### src/rtl/busy_ratio_pkg.sv
package busy_ratio_pkg;
  localparam int unsigned FULL_SCALE = 1000;
  localparam int unsigned RATIO_W    = 10;

  typedef enum logic [1:0] {
    ST_IDLE  = 2'd0,
    ST_RATIO = 2'd1,
    ST_SCALE = 2'd2
  } brn_state_e;
endpackage

### src/rtl/brn_classify.sv
// Decides whether the counts can be divided or whether the ratio must be pinned at full scale.
module brn_classify #(
  parameter int CNT_W = 31
) (
  input  logic [CNT_W-1:0] busy_cnt_i,
  input  logic [CNT_W-1:0] total_cnt_i,
  input  logic             ovf_i,
  output logic             force_full_o
);
  logic total_zero;
  logic busy_above;

  assign total_zero   = (total_cnt_i == '0);
  assign busy_above   = (busy_cnt_i > total_cnt_i);
  assign force_full_o = ovf_i | total_zero | busy_above;
endmodule

### src/rtl/brn_restoring_div.sv
// Restoring shift-subtract divider. Each cycle produces one quotient bit, MSB first.
module brn_restoring_div #(
  parameter int NUM_W = 50,
  parameter int DEN_W = 31,
  parameter int Q_W   = 40
) (
  input  logic             clk,
  input  logic             rst,
  input  logic             go_i,
  input  logic [NUM_W-1:0] num_i,
  input  logic [DEN_W-1:0] den_i,
  output logic             valid_o,
  output logic [Q_W-1:0]   quo_o
);
  localparam int CW = $clog2(NUM_W + 1);

  logic [DEN_W:0]   rem_q;
  logic [NUM_W-1:0] quo_q;
  logic [DEN_W-1:0] den_q;
  logic [CW-1:0]    cnt_q;
  logic             run_q;
  logic             valid_q;

  logic [DEN_W:0]   trial;
  logic [DEN_W:0]   diff;
  logic             fits;

  assign trial = {rem_q[DEN_W-1:0], quo_q[NUM_W-1]};
  assign diff  = trial - {1'b0, den_q};
  assign fits  = (trial >= {1'b0, den_q});

  always_ff @(posedge clk) begin
    if (rst) begin
      rem_q   <= '0;
      quo_q   <= '0;
      den_q   <= '0;
      cnt_q   <= '0;
      run_q   <= 1'b0;
      valid_q <= 1'b0;
    end else begin
      valid_q <= 1'b0;
      if (go_i) begin
        rem_q <= '0;
        quo_q <= num_i;
        den_q <= den_i;
        cnt_q <= '0;
        run_q <= 1'b1;
      end else if (run_q) begin
        rem_q <= fits ? diff : trial;
        quo_q <= {quo_q[NUM_W-2:0], fits};
        if (cnt_q == CW'(NUM_W - 1)) begin
          run_q   <= 1'b0;
          valid_q <= 1'b1;
        end else begin
          cnt_q <= cnt_q + CW'(1);
        end
      end
    end
  end

  assign valid_o = valid_q;
  assign quo_o   = quo_q[Q_W-1:0];
endmodule

### src/rtl/busy_ratio_norm.sv
module busy_ratio_norm
  import busy_ratio_pkg::*;
#(
  parameter int CNT_W     = 31,
  parameter int ELAPSED_W = 40
) (
  input  logic                 clk,
  input  logic                 rst,
  input  logic                 start_i,
  input  logic [CNT_W-1:0]     busy_cnt_i,
  input  logic [CNT_W-1:0]     total_cnt_i,
  input  logic                 ovf_i,
  input  logic [ELAPSED_W-1:0] elapsed_i,
  output logic                 active_o,
  output logic                 done_o,
  output logic [9:0]           ratio_o,
  output logic [ELAPSED_W-1:0] busy_time_o
);
  // The dividend must hold busy*1000 and elapsed*1000. CNT_W must be at least RATIO_W.
  localparam int WIDE_W = (CNT_W > ELAPSED_W) ? CNT_W : ELAPSED_W;
  localparam int NUM_W  = WIDE_W + RATIO_W;
  localparam int DEN_W  = CNT_W;

  brn_state_e           state_q;
  logic [ELAPSED_W-1:0] elapsed_q;
  logic [RATIO_W-1:0]   ratio_int_q;
  logic [RATIO_W-1:0]   ratio_q;
  logic [ELAPSED_W-1:0] btime_q;
  logic [NUM_W-1:0]     num_q;
  logic [DEN_W-1:0]     den_q;
  logic                 go_q;
  logic                 done_q;
  logic                 active_q;

  logic                 force_full;
  logic                 div_valid;
  logic [ELAPSED_W-1:0] div_quo;

  brn_classify #(.CNT_W(CNT_W)) u_classify (
    .busy_cnt_i   (busy_cnt_i),
    .total_cnt_i  (total_cnt_i),
    .ovf_i        (ovf_i),
    .force_full_o (force_full)
  );

  brn_restoring_div #(.NUM_W(NUM_W), .DEN_W(DEN_W), .Q_W(ELAPSED_W)) u_div (
    .clk     (clk),
    .rst     (rst),
    .go_i    (go_q),
    .num_i   (num_q),
    .den_i   (den_q),
    .valid_o (div_valid),
    .quo_o   (div_quo)
  );

  always_ff @(posedge clk) begin
    if (rst) begin
      state_q     <= ST_IDLE;
      elapsed_q   <= '0;
      ratio_int_q <= '0;
      ratio_q     <= '0;
      btime_q     <= '0;
      num_q       <= '0;
      den_q       <= '0;
      go_q        <= 1'b0;
      done_q      <= 1'b0;
      active_q    <= 1'b0;
    end else begin
      go_q   <= 1'b0;
      done_q <= 1'b0;
      unique case (state_q)
        ST_IDLE: begin
          if (start_i) begin
            elapsed_q <= elapsed_i;
            active_q  <= 1'b1;
            go_q      <= 1'b1;
            if (force_full) begin
              // The counts are not trusted, so the only division left is the scaling by full scale.
              ratio_int_q <= RATIO_W'(FULL_SCALE);
              num_q       <= NUM_W'(elapsed_i) * NUM_W'(FULL_SCALE);
              den_q       <= DEN_W'(FULL_SCALE);
              state_q     <= ST_SCALE;
            end else begin
              num_q   <= NUM_W'(busy_cnt_i) * NUM_W'(FULL_SCALE);
              den_q   <= total_cnt_i;
              state_q <= ST_RATIO;
            end
          end
        end
        ST_RATIO: begin
          if (div_valid) begin
            ratio_int_q <= div_quo[RATIO_W-1:0];
            num_q       <= NUM_W'(elapsed_q) * NUM_W'(div_quo[RATIO_W-1:0]);
            den_q       <= DEN_W'(FULL_SCALE);
            go_q        <= 1'b1;
            state_q     <= ST_SCALE;
          end
        end
        ST_SCALE: begin
          if (div_valid) begin
            ratio_q  <= ratio_int_q;
            btime_q  <= div_quo;
            done_q   <= 1'b1;
            active_q <= 1'b0;
            state_q  <= ST_IDLE;
          end
        end
        default: state_q <= ST_IDLE;
      endcase
    end
  end

  assign active_o    = active_q;
  assign done_o      = done_q;
  assign ratio_o     = ratio_q;
  assign busy_time_o = btime_q;
endmodule

### config.mk
export PLATFORM = sky130hd
export DESIGN_NAME = busy_ratio_norm
export DESIGN_NICKNAME = d
export VERILOG_FILES = /design/src/rtl/busy_ratio_pkg.sv /design/src/rtl/brn_classify.sv /design/src/rtl/brn_restoring_div.sv /design/src/rtl/busy_ratio_norm.sv
export SDC_FILE = /design/constraint.sdc
export NUM_CORES = 2
export LEC_CHECK = 0
export BUFFER_PORTS_ARGS = -buffer_cell sky130_fd_sc_hd__buf_2
export CAP_MARGIN = 10
export CORE_MARGIN = 2
export CORE_UTILIZATION = 70
export DETAILED_ROUTE_END_ITERATION = 10
export GPL_ROUTABILITY_DRIVEN = 1
export PLACE_DENSITY = 0.89
export SLEW_MARGIN = 0
export SYNTH_ARGS = -nofsm -noshare
export SYNTH_HDL_FRONTEND = slang
export SYNTH_SLANG_ARGS = --single-unit
export TNS_END_PERCENT = 50
### constraint.sdc
create_clock -name clk -period 13.2 [get_ports clk]
set_input_delay 1.98 -clock clk [delete_from_list [all_inputs] [get_ports clk]]
set_output_delay 1.98 -clock clk [all_outputs]
set_load 0.05 [all_outputs]
==> out/qor.yml <==
critPathTopFamily: "adder cells"
end_kind: "flop"
r2r_slack_ns: 6.15
cts_root_buffer: "clkbuf_16"
initial_core_util_pct: 70.71
crit_start: "u_div.quo_q[5]"
area_growth_pct: 5.216
hold_viol_final: 0
grt_setup_unrepaired: "no"
path_class: "flop to flop"
async_flop_share_pct: 0
grt_pass1_vias: 32100
clockBufferDepth: 3
synth_simple_gate_area_share_pct: 15.89
cp_common_cell: "fa_1"
grt-busiest-layer: "met2"
tightest_slew_ns: 1.092
cts_buffers: 30
grt_use_total_pct: 37.48
critPathSlowestCell: "dfxtp_2"
synth_mux_area_share_pct: 2.669
final_common_cell: "fa_1"
grt_overflow: 0
synth_edf_count: 0
fp.dieArea_sq_mm: 0.05613
ir_worst_vdd_mv: 0.1377
vias_per_cell: 6.296
cp-start-kind: "flop"
min_path_type: "flop to flop"
fp.dieH_um: 236.9
core_sq_mm: 0.05371
grt_start_max_net_pins: 85
synthCells: 4322
fin_cells: 5015
reg2reg_depth: 19
status: "completed"
hold_start: "busy_time_o[35]"
wirelength_um: 103000
synthAdderAreaFrac_pct: 40.83
dp_hpwl_um: 79230
netlist_area_sq_mm: 0.03798
cts_resized: 0
r2r_end: "num_q[42]"
rows: 85
numClockSinks: 306
syn-num-nets: 5327
ios: 158
antenna_found_initial: 5
clock_latency_ns: 0.60
reg2reg_from: "u_div.quo_q[5]"
hold_end: "busy_time_o[35]"
clk_pin_slew_ns: 0.06
layout.nets: 5298
use_met3_pct: 8.032
whs_ns: 0.4476
finalCriticalPeriod_ns: 7.048
die_x_um: 236.9
vias: 31580
firstDrtPassIters: 6
synth-compound-area-share_pct: 14.46
ys_seq_area_share_pct: 16.13
synth_ff_type: "dfxtp_1"
numPortBuffers: 157
cts_tree: "built"
synth_top_family_by_area: "adder cells"
dp_cells: 4957
final_max_slew_viol_count: 0
grt_util_met2_pct: 59.62
met1_usage_pct: 49.44
fin_util_pct: 74.40
gp_congestion: 0.9774
route.detailed.drc: 0
skew_ns: 0.03550
slowest_delay_ns: 1.05
worst-path-buf-inv: 2
yosysWarnings: 0
ant_nets: 0
finalCritPeriodShare_pct: 53.39
yosys.area_share.xor_xnor_pct: 3.021
synth_cell_types: 80
power_density_mw_per_mm2: 157.3
leakage_nw: 18.83
max_freq_mhz: 141.9
worstPathMaxFanout: 44
grt_pass1_wl_um: 167500
crit_required_ns: 13.62
yosys_register_bits: 306
drv_cap: 0
drt_iter0_markers: 2888
final_cell_mix: "fa_1, nand2_1, inv_1"
setup_viol_count_final: 0
avgSynthCellArea_sq_um: 8.787
min_path_cells: 2
wl_per_cell_um: 20.53
relSlewSlack_pct: 27.22
cts_setup_buffers: 0
holdBufCountCts: 0
cts_htree_levels: 1
crit_chain: "and2_1 -> fa_1 -> fa_1 -> fa_1 -> fa_1 -> inv_1 -> fa_1 -> inv_1 -> ha_1 -> a21o_1 -> a21o_1 -> a21o_1 -> a211oi_1 -> o21ai_0 -> a21oi_1 -> o21bai_1 -> a21oi_1 -> mux2i_1 -> a31oi_1"
final.setup.tns_ns: 0
layout-drive-gt1-share_pct: 6.534
worstPathArrival_ns: 7.47
-- synthesized netlist by cell type, types with 80 or more instances --
cell type,number,area (sq um)
fa_1,567,11350
nand2_1,539,2023
inv_1,461,1730
a21oi_1,344,1722
ha_1,332,4154
dfxtp_1,306,6126
nor2_1,299,1122
and2_1,228,1426
clkbuf_1,213,799.5
o21ai_0,131,655.6
mux2i_1,99,991.0
a21o_1,82,615.6
xnor2_1,80,700.7
-- stage by stage --
step                cell area [sq um]  worst slack, ns  power (mW)
floorplan                       37980            6.725       4.192
finish                          39960            6.152       6.287
global route                    39950            5.862       6.749
detailed placement              38940            6.087       5.276
global placement                38940            6.183       5.171
CTS                             39950            6.341       6.167
-- final cells by class --
cell class	instances	area [sq um]
multi-input cells	3313	29230
fillers	3780	13750
flip-flops and latches	306	6141
inverters	462	1734
repair buffers	180	964.7
well taps	696	870.8
clock buffers	38	850.8
clock inverters	17	160.2
diodes	3	7.507
-- worst max-delay path by stage --
stage,to,slack (ns),depth (start not counted)
detailed placement,num_q[45],6.09,20
CTS,num_q[42],6.34,19
floorplan,num_q[45],6.73,19
global route,num_q[42],5.86,21
finish,num_q[42],6.15,19
global placement,num_q[45],6.18,20
-- report_power, final --
part | internal [mW] | switching [mW] | leakage (nW)
logic | 1.70 | 2.56 | 15.8
clock network | 0.481 | 0.396 | 0.492
registers | 1.01 | 0.138 | 2.49
total | 3.19 | 3.09 | 18.8
-- routing by layer --
layer | wire length (um) | share of wire, %
met1 | 40610 | 39
met4 | 5464 | 5.3
met3 | 10310 | 10
met2 | 46580 | 45
met5 | 24 | 0.023
-- cells by family after synthesis --
| logic type | Yosys count |
|---|---|
| DFF | 306 |
| buffers and inverters | 703 |
| muxes | 101 |
| xor gates and xnor gates | 131 |
| AOI/OAI and AO/OA | 874 |
| and+or+nand+nor | 1308 |
| adders and majority gates | 899 |
-- worst register-to-register path: stages, from the launching register on --
cell      delay (ns)
dfxtp_2         1.05
and2_1          0.29
fa_1            0.46
fa_1            0.57
fa_1            0.45
fa_1            0.55
inv_1           0.07
fa_1            0.47
inv_1           0.04
ha_1            0.36
a21o_1          0.23
a21o_1          0.17
a21o_1          0.21
a211oi_1        0.58
o21ai_0         0.27
a21oi_1         0.29
o21bai_1        0.13
a21oi_1         0.38
mux2i_1         0.23
a31oi_1         0.10
-- flip-flops by register name (all words and copies together) (netlist names) --
signal / cells
u_div.cnt_q: 6
ratio_int_q: 10
active_o: 1
done_o: 1
u_div.valid_o: 1
state_q: 2
busy_time_o: 40
u_div.rem_q: 31
u_div.run_q: 1
u_div.den_q: 31
num_q: 50
ratio_o: 10
u_div.quo_q: 50
den_q: 31
go_q: 1
elapsed_q: 40
No activity file was read; power rests on OpenSTA's default activity.
